**src/rtl/thermo_pkg.sv**
```systemverilog
package thermo_pkg;
    localparam int SAMPLE_W = 16;
    localparam int RES_MIN  = 9;
    localparam int RSEL_W   = 2;
    localparam int QSEL_W   = 2;
    localparam int CNT_W    = 3;

    typedef struct packed {
        logic              alarm;
        logic              watch_hyst;
        logic [CNT_W-1:0]  cnt;
        logic              mode;
        logic [QSEL_W-1:0] qsel;
        logic              sd;
    } state_t;

    function automatic logic [CNT_W-1:0] run_depth(input logic [QSEL_W-1:0] sel);
        case (sel)
            2'd0:    return CNT_W'(1);
            2'd1:    return CNT_W'(2);
            2'd2:    return CNT_W'(4);
            default: return CNT_W'(6);
        endcase
    endfunction
endpackage

```
**src/rtl/thermo_cmp.sv**
```systemverilog
module thermo_cmp #(
    parameter int W       = 16,
    parameter int RES_MIN = 9,
    parameter int RSEL_W  = 2
) (
    input  logic [W-1:0]      samp,
    input  logic [W-1:0]      trip,
    input  logic [W-1:0]      hyst,
    input  logic [RSEL_W-1:0] res_sel,
    output logic              above,
    output logic              below
);
    localparam int NRES = 1 << RSEL_W;

    logic [NRES-1:0][W-1:0] mask_tab;
    logic [W-1:0]           mask;
    logic signed [W-1:0]    s_t, t_t, h_t;

    // one truncation mask per selectable resolution
    for (genvar g = 0; g < NRES; g++) begin : g_mask
        assign mask_tab[g] = ~((W'(1) << (W - RES_MIN - g)) - W'(1));
    end

    assign mask  = mask_tab[res_sel];
    assign s_t   = $signed(samp & mask);
    assign t_t   = $signed(trip & mask);
    assign h_t   = $signed(hyst & mask);
    assign above = s_t > t_t;
    assign below = s_t < h_t;
endmodule

```
**src/rtl/thermo_core.sv**
```systemverilog
module thermo_core
    import thermo_pkg::*;
(
    input  logic              clk,
    input  logic              rst_n,
    input  logic              samp_valid,
    input  logic              above,
    input  logic              below,
    input  logic              mode_intr,
    input  logic [QSEL_W-1:0] queue_sel,
    input  logic              shutdown,
    input  logic              reg_read,
    output logic              alarm
);
    state_t           st_d, st_q;
    logic [CNT_W-1:0] depth;
    logic [CNT_W:0]   cnt_inc;
    logic             mode_chg, q_chg, sd_rise, tgt_hyst, hit;

    always_comb begin
        st_d     = st_q;
        depth    = run_depth(queue_sel);
        cnt_inc  = {1'b0, st_q.cnt} + 1'b1;
        mode_chg = mode_intr != st_q.mode;
        q_chg    = queue_sel != st_q.qsel;
        sd_rise  = shutdown & ~st_q.sd;
        tgt_hyst = mode_intr ? st_q.watch_hyst : st_q.alarm;
        hit      = tgt_hyst ? below : above;

        st_d.mode = mode_intr;
        st_d.qsel = queue_sel;
        st_d.sd   = shutdown;

        if (mode_chg) begin
            st_d.cnt        = '0;
            st_d.alarm      = 1'b0;
            st_d.watch_hyst = 1'b0;
        end else begin
            if (q_chg) begin
                st_d.cnt = '0;
            end
            if (mode_intr && (reg_read || sd_rise)) begin
                st_d.alarm = 1'b0;
            end
            if (samp_valid && !q_chg) begin
                if (hit) begin
                    if (cnt_inc >= {1'b0, depth}) begin
                        st_d.cnt = '0;
                        if (mode_intr) begin
                            st_d.alarm      = 1'b1;
                            st_d.watch_hyst = ~st_q.watch_hyst;
                        end else begin
                            st_d.alarm = ~st_q.alarm;
                        end
                    end else begin
                        st_d.cnt = cnt_inc[CNT_W-1:0];
                    end
                end else begin
                    st_d.cnt = '0;
                end
            end
        end
    end

    always_ff @(posedge clk or negedge rst_n) begin
        if (!rst_n) begin
            st_q <= '0;
        end else begin
            st_q <= st_d;
        end
    end

    assign alarm = st_q.alarm;
endmodule

```
**src/rtl/thermo_outdrv.sv**
```systemverilog
module thermo_outdrv (
    input  logic alarm,
    input  logic pol_high,
    output logic pin_drive_low
);
    // active-low: pull the pin down while alarmed; active-high: pull down while idle
    always_comb begin
        if (pol_high) pin_drive_low = ~alarm;
        else          pin_drive_low = alarm;
    end
endmodule

```
**src/rtl/thermo_alarm.sv**
```systemverilog
module thermo_alarm
    import thermo_pkg::*;
#(
    parameter int W = SAMPLE_W
) (
    input  logic              clk,
    input  logic              rst_n,
    input  logic              samp_valid,
    input  logic [W-1:0]      samp,
    input  logic [W-1:0]      trip_lim,
    input  logic [W-1:0]      hyst_lim,
    input  logic [RSEL_W-1:0] res_sel,
    input  logic [QSEL_W-1:0] queue_sel,
    input  logic              mode_intr,
    input  logic              pol_high,
    input  logic              shutdown,
    input  logic              reg_read,
    output logic              alarm_active,
    output logic              pin_drive_low
);
    logic above, below;

    thermo_cmp #(.W(W), .RES_MIN(RES_MIN), .RSEL_W(RSEL_W)) u_cmp (
        .samp    (samp),
        .trip    (trip_lim),
        .hyst    (hyst_lim),
        .res_sel (res_sel),
        .above   (above),
        .below   (below)
    );

    thermo_core u_core (
        .clk        (clk),
        .rst_n      (rst_n),
        .samp_valid (samp_valid),
        .above      (above),
        .below      (below),
        .mode_intr  (mode_intr),
        .queue_sel  (queue_sel),
        .shutdown   (shutdown),
        .reg_read   (reg_read),
        .alarm      (alarm_active)
    );

    thermo_outdrv u_out (
        .alarm         (alarm_active),
        .pol_high      (pol_high),
        .pin_drive_low (pin_drive_low)
    );
endmodule

```
**config.mk**
```make
export PLATFORM = sky130hd
export DESIGN_NAME = thermo_alarm
export DESIGN_NICKNAME = d
export VERILOG_FILES = /design/src/rtl/thermo_pkg.sv /design/src/rtl/thermo_cmp.sv /design/src/rtl/thermo_core.sv /design/src/rtl/thermo_outdrv.sv /design/src/rtl/thermo_alarm.sv
export SDC_FILE = /design/constraint.sdc
export NUM_CORES = 1
export LEC_CHECK = 0
export BUFFER_PORTS_ARGS = -buffer_cell sky130_fd_sc_hd__buf_2
export CAP_MARGIN = 0
export CORE_UTILIZATION = 46
export DETAILED_ROUTE_END_ITERATION = 10
export HOLD_SLACK_MARGIN = 0.08
export PLACE_DENSITY = 0.83
export SYNTH_ARGS = -nofsm -noshare
export SYNTH_HDL_FRONTEND = slang
export SYNTH_SLANG_ARGS = --single-unit
```
**constraint.sdc**
```tcl
create_clock -name clk -period 2.76 [get_ports clk]
set_clock_uncertainty 0.15 [all_clocks]
set_input_delay 0.276 -clock clk [delete_from_list [all_inputs] [get_ports clk]]
set_output_delay 0.276 -clock clk [all_outputs]
set_load 0.005 [all_outputs]
```
* After elaboration in Yosys (flattened, before gate mapping)
Cells that the tools add are included.
Cells by class: add/sub/neg operators 1, order comparisons 4, eq/ne operators 4, multiplexer cells 16, bitwise gates (word level) 7, reduce and logical (&&, ||, !) cells 11
Operators with widths (number):
- $and 16x16->16 | 3
- $bmux 16 s2 | 1
- $gt 16x16->1 | 1
- $lt 16x16->1 | 1
- $mux 16 | 1
- $mux 5 | 2
- $mux 3 | 3
- $pmux 3 s3 | 1
- $reduce_bool 2->1 | 4
- $mux 1 | 6
- $add 3x1->4 const B | 1
- $ge 4x3->1 | 1
- $mux 2 | 2
- $reduce_and 4->1 | 1
- $lt 2x3->1 const B | 1
- $not 1->1 | 3
- $reduce_bool 3->1 | 1
- $eq 2x1->1 const B | 1
- $eq 2x2->1 const B | 1
- $logic_and 1x1->1 | 2
- $logic_not 2->1 | 1
- $ne 2x2->1 | 1
- $and 1x1->1 | 1
- $logic_not 1->1 | 1
- other kinds (2) | 2
Storage, ports and cells: bits in registers 9

* Logic depth before layout (Yosys ltp)
depth in word-level cells 9, mapped depth 8, depth with buffers taken out 8

* Hierarchy
Synthesis repeated with hierarchy kept, for this count alone.
Second synthesis, totals: cell total of the unflattened synthesis 140, area, all modules 1191.1 um^2
Modules (own cells, without submodules):
- thermo_cmp | times used 1, cells an instance 88, area each 654.4 um^2, sequential area each 0.0 um^2
- thermo_core | times used 1, cells an instance 51, area each 528.0 um^2, sequential area each 225.2 um^2
- thermo_outdrv | times used 1, cells an instance 1, area each 8.8 um^2, sequential area each 0.0 um^2

* Least setup slack after synthesis
OpenSTA, ideal clock, no wires.
path type input -> register, from input port samp[5], to register u_core.st_q (netlist bit u_core.alarm), setup time 125 ps, arrival time 2096 ps, data required time 2485 ps, path slack 389 ps, cell stages on the path 8, buffers on the path 0, cells stage by stage and2_2 > ha_1 > nor2b_1 > a211o_1 > a2111oi_4 > o211ai_4 > nand3_4 > mux2_4
RTL lines:
- from (decl) | line thermo_alarm.sv:9 | input logic [W-1:0] samp,
- to (signal assigned) | line thermo_core.sv:69 | st_q <= st_d;
- to (decl) | line thermo_core.sv:15 | state_t st_d, st_q;

* Worst setup path in the final report
from input port queue_sel[0], to register u_core.st_q[6] (netlist bit)
On the way: longest elaborated chain between the ends 7, elaborated cells between the ends (all ways) 13, classes of those cells 1 x order compare; 3 x eq/ne; 5 x mux; 4 x reduce/logical
Ends and longest elaborated chain:
- from (decl) | line thermo_alarm.sv:13 | input logic [QSEL_W-1:0] queue_sel,
- $eq 2x2->1 (tied with other cells) | line thermo_pkg.sv:18 | case (sel)
- $pmux 3 s3 | line thermo_pkg.sv:18
- $ge 4x3->1 | line thermo_core.sv:47 | if (cnt_inc >= {1'b0, depth}) begin
- $mux 3 | line thermo_core.sv:47
- $mux 3 | line thermo_core.sv:46 | if (hit) begin
- $mux 5 | line thermo_core.sv:45 | if (samp_valid && !q_chg) begin
- $mux 5 | line thermo_core.sv:34 | if (mode_chg) begin
Several ways; a longest one is shown, not always the timed one. The select of a mux whose other input is x is not followed. A chain may end at the register's enable or synchronous reset.

==> impl_summary.txt <==
----------------------------------------------------
[Layout]
  Number of nets in the final layout ... 288
  Combined flip-flop and latch cell area ... 225 µm²
  Filler cells ... 235
  Antenna fix cells ... 0
  Multi-input gate area in the final layout ... about 920 µm²
  Post-layout util ... 63.3%
  Final non-filler cell area ... between 0.0015 and 0.002 mm²
  Layout cell share with drive strength beyond 1 ... 31.7%
  Area overhead of the layout relative to synthesis ... 28.5%

[GRT]
  Vias in the first global route ... 1107
  Overall fraction of global-route tracks in use ... 19.3%
  Initial antenna violation count ... 0
  Largest net degree at the start of global routing ... 10
  Global route total overflow ... 0
  First-pass GRT wire length ... 4130 µm

[Hold path]
  Classification of the worst-slack hold path ... input pin to asynchronous set/reset pin

[Setup path]
  Crit path kind ... input pin to flop
  Arrival time of data at the critical path endpoint ... 2.50 ns
  Setup slack of the most critical reg-to-reg path ... 0.40 ns
  Highest net fanout along the worst path ... 4
  Startpoint of the worst register-to-register path ... u_core.st_q[4]
  Crit-path slowest cell ... sky130_fd_sc_hd__dlygate4sd3_1
  Crit path from ... queue_sel[0]
  Path depth of the worst reg2reg path ... 8
  Critical Path Start Type ... input pin
  Critical register-to-register path endpoint ... u_core.alarm
  Worst Setup End Kind ... flop
  CP Data Required Time ... ~2.8 ns
  Critical Path Sink ... u_core.st_q[6]
  Worst path max stage delay ... between 0.5 and 0.6 ns
  Sequence of cells on the critical path ... dlygate4sd3_1 -> buf_2 -> nor2_1 -> ha_1 -> nand2b_1 -> a21oi_1 -> o21ai_0 -> nor4bb_1 -> a41oi_1 -> a31oi_1

[Timing]
  Pin slew with the least headroom to its limit ... between 0.4 and 0.5 ns
  Total Neg Setup Slack ... 0 ns
  Count of endpoints failing setup in the final report ... 0
  Number of hold-slack violations in the final timing report ... 0
  RSZ-0062 raised after global routing ... no
  Max_slew headroom ... 68.2%
  Least setup slack across all paths after layout ... 0.308 ns
  Maximum frequency from static timing analysis ... roughly 400 MHz
  Fin crit share ... 88.8%
  Pins over their slew limit ... 0
  Post-Route Hold Slack ... 0.220 ns
  Post-layout min period ... 2.45 ns

[Logic synthesis]
  Proportion of synthesized area in mux cells ... 2.82%
  Area share of and/or/nand/nor cells after synthesis ... 22.4%
  Yosys cell types ... just over 40
  Post-synthesis compound-gate area fraction ... 18.8%
  Ys async rst share ... 100%
  Share of the synthesized netlist area taken by xor and xnor gates ... 3.52%
  Cell count after synthesis ... approximately 150
  Main combinational cell family by area after synthesis ... adder cells
  Sequential share of the synthesized area ... between 10% and 20%
  Post-Synthesis Mean Instance Area ... 8.58 µm²
  Synthesized flop and latch total ... 9
  Post-synthesis cell type with the largest combined area ... sky130_fd_sc_hd__ha_1
  Top area cells in the synthesized netlist ... sky130_fd_sc_hd__ha_1 (26%), sky130_fd_sc_hd__dfrtp_1 (18%), sky130_fd_sc_hd__inv_1 (8.1%)
  Fraction of the mapped netlist area in adder cells ... 26.2%
  Dominant synthesized flop cell ... sky130_fd_sc_hd__dfrtp_1
  Leading cell types by count after synthesis ... sky130_fd_sc_hd__inv_1 (27), sky130_fd_sc_hd__ha_1 (26), sky130_fd_sc_hd__a21oi_1 (9), sky130_fd_sc_hd__dfrtp_1 (9), sky130_fd_sc_hd__nand2_1 (9)
  Post-synthesis instance area ... 0.00124 mm²
  Number of enable flip-flop cells after synthesis ... 0
  Net count after synthesis ... 230
  Number of warnings reported in the yosys synthesis log ... 0
  Share of the synthesized area in the top cell type ... 26.2%
  Top-count cell post-synth ... sky130_fd_sc_hd__inv_1

[Detailed routing]
  Pre-Repair DR Iteration Count ... 4
  Number of DRC violations after detailed routing ... 0
  Total wire length ... 2590 µm
  Number of vias per cell ... 5.17
  Mean routed wirelength per cell ... 11.2 µm
  DR vias ... about 1.2k
  Detailed router's first-iteration violation count ... 21
  Final antenna-violating net count ... 0

[CTS]
  Sinks on the clock net ... 9
  Clk Latency, worst-skew pair ... 0.27 ns
  TritonCTS clock tree ... built
  Post-CTS repair timing setup buffer count ... 0
  Root buffer selected by CTS ... sky130_fd_sc_hd__clkbuf_4
  Maximum buffer depth of the clock tree ... 2
  CTS H-tree depth ... 1
  CTS Buf Count ... 3
  Clock-pin slew on the worst setup and hold paths ... 0.07 ns

[Placement]
  Placed cell areas ... about 0.0015 mm²
  Placement-stage worst setup slack ... approximately 0.19 ns
  Placer's final routability congestion estimate ... approximately 0.76
  DPL Wire Length ... 2210 µm
  Number of port buffers ... 48

[Power and ir drop]
  Switching power summed over all nets ... between 100 and 150 µW
  Switching Share ... between 30% and 40%
  Maximum VDD drop ... 0.269 mV
  Power density relative to cell area ... 261 mW/mm²
  Combinational share of power ... 41.0%
  Static power due to leakage ... 0.878 nW
  Sequential cell fraction of total power ... roughly a third
  Clock network fraction of total power ... around 26%
  Internal power summed over all cells ... about 280 µW

[Die]
  Die X-Extent ... 54.0 µm
  Number of standard-cell rows in the floorplan ... 18
  Die area ... 0.00292 mm²
  Height of the die ... 54.0 µm
  Starting density of the core ... 49.3%
  Ports placed on the boundary ... just over 60
  Core Box Area ... 0.00252 mm²

[Run status]
  Status ... completed

[Run]
  Max capacitance violation total ... 0

----------------------------------------------------
[critical path: cells and delay by family]
| family | cells | cell delay [ns] |
|---|---|---|
| adder cells (fa/ha/maj) | 1 | 0.22 |
| AND/OR/NAND/NOR | 3 | 0.71 |
| AO/OA/AOI/OAI | 4 | 0.59 |
| buffers and inverters | 2 | 0.70 |
[worst min-delay path by stage]
stage                           to  slack (ns)  cells after the start
finish              u_core.st_q[3]        0.22                      2
CTS                 u_core.st_q[3]        0.22                      2
global route        u_core.st_q[4]        0.26                      2
global placement    u_core.st_q[2]       -0.02                      1
floorplan             u_core.alarm       -0.17                      0
detailed placement  u_core.st_q[2]       -0.02                      1
[flip-flops by register name, summed over array words and instances (netlist names)]
signal and count:
u_core.alarm 1, u_core.st_q 8
[per-stage QoR]
step                instances  power, mW
floorplan                 145      0.245
global placement          223      0.304
detailed placement        223      0.308
CTS                       232      0.420
global route              232      0.449
finish                    232      0.416
[per-layer routing]
metal	track usage, %	vias to the layer above	share of wire (%)
met2	34.4	38	45
met5	0	-	0
met1	23.0	521	47
met4	9.40	0	2.2
met3	1.41	7	4.8
li1	-	634	-
[layout by cell type (no fill, tap or decap), drive strengths merged, types with 2 or more instances in the layout]
cell / instances
nor2b: 3
a21oi: 9
nand2: 9
xor2: 3
and3: 2
inv: 27
o211ai: 2
ha: 26
xnor2: 2
a31oi: 3
nand4b: 2
dlygate4sd3: 5
nand2b: 2
dfrtp: 9
nand3b: 3
clkbuf: 4
buf: 48
nand4: 4
nor3: 4
a2111oi: 2
o21ai: 4
or3: 2
nor2: 5
mux2i: 2
nand3: 5
[final cells by class]
class / count / area share, %
clock buffers: 4 / 1.64
flip-flops and latches: 9 / 14.1
repair buffers: 53 / 18.2
multi-input cells: 109 / 57.4
inverters: 27 / 6.34
well taps: 30 / 2.35
[cell families after synthesis]
family,count (synthesis)
muxes,3
buffers and inverters,27
AOI/OAI and AO/OA,29
DFF,9
xor gates and xnor gates,5
adders and majority gates,26
and+or+nand+nor,46
[power by group through the flow]
stage	sequential, mW	combinational, mW	clock (mW)
after floorplan	0.141	0.103	0
after global placement	0.142	0.162	0
after detailed placement	0.142	0.166	0
after CTS	0.140	0.172	0.109
after global routing	0.140	0.197	0.113
final	0.139	0.171	0.106
[timing repair]
| item | in CTS | in global routing |
|---|---|---|
| resized for setup | 0 | 0 |
| hold buffers | 5 | 0 |
| hold endpoints to repair | 13 | 0 |
Note: power is estimated with default switching activity, not from simulation.
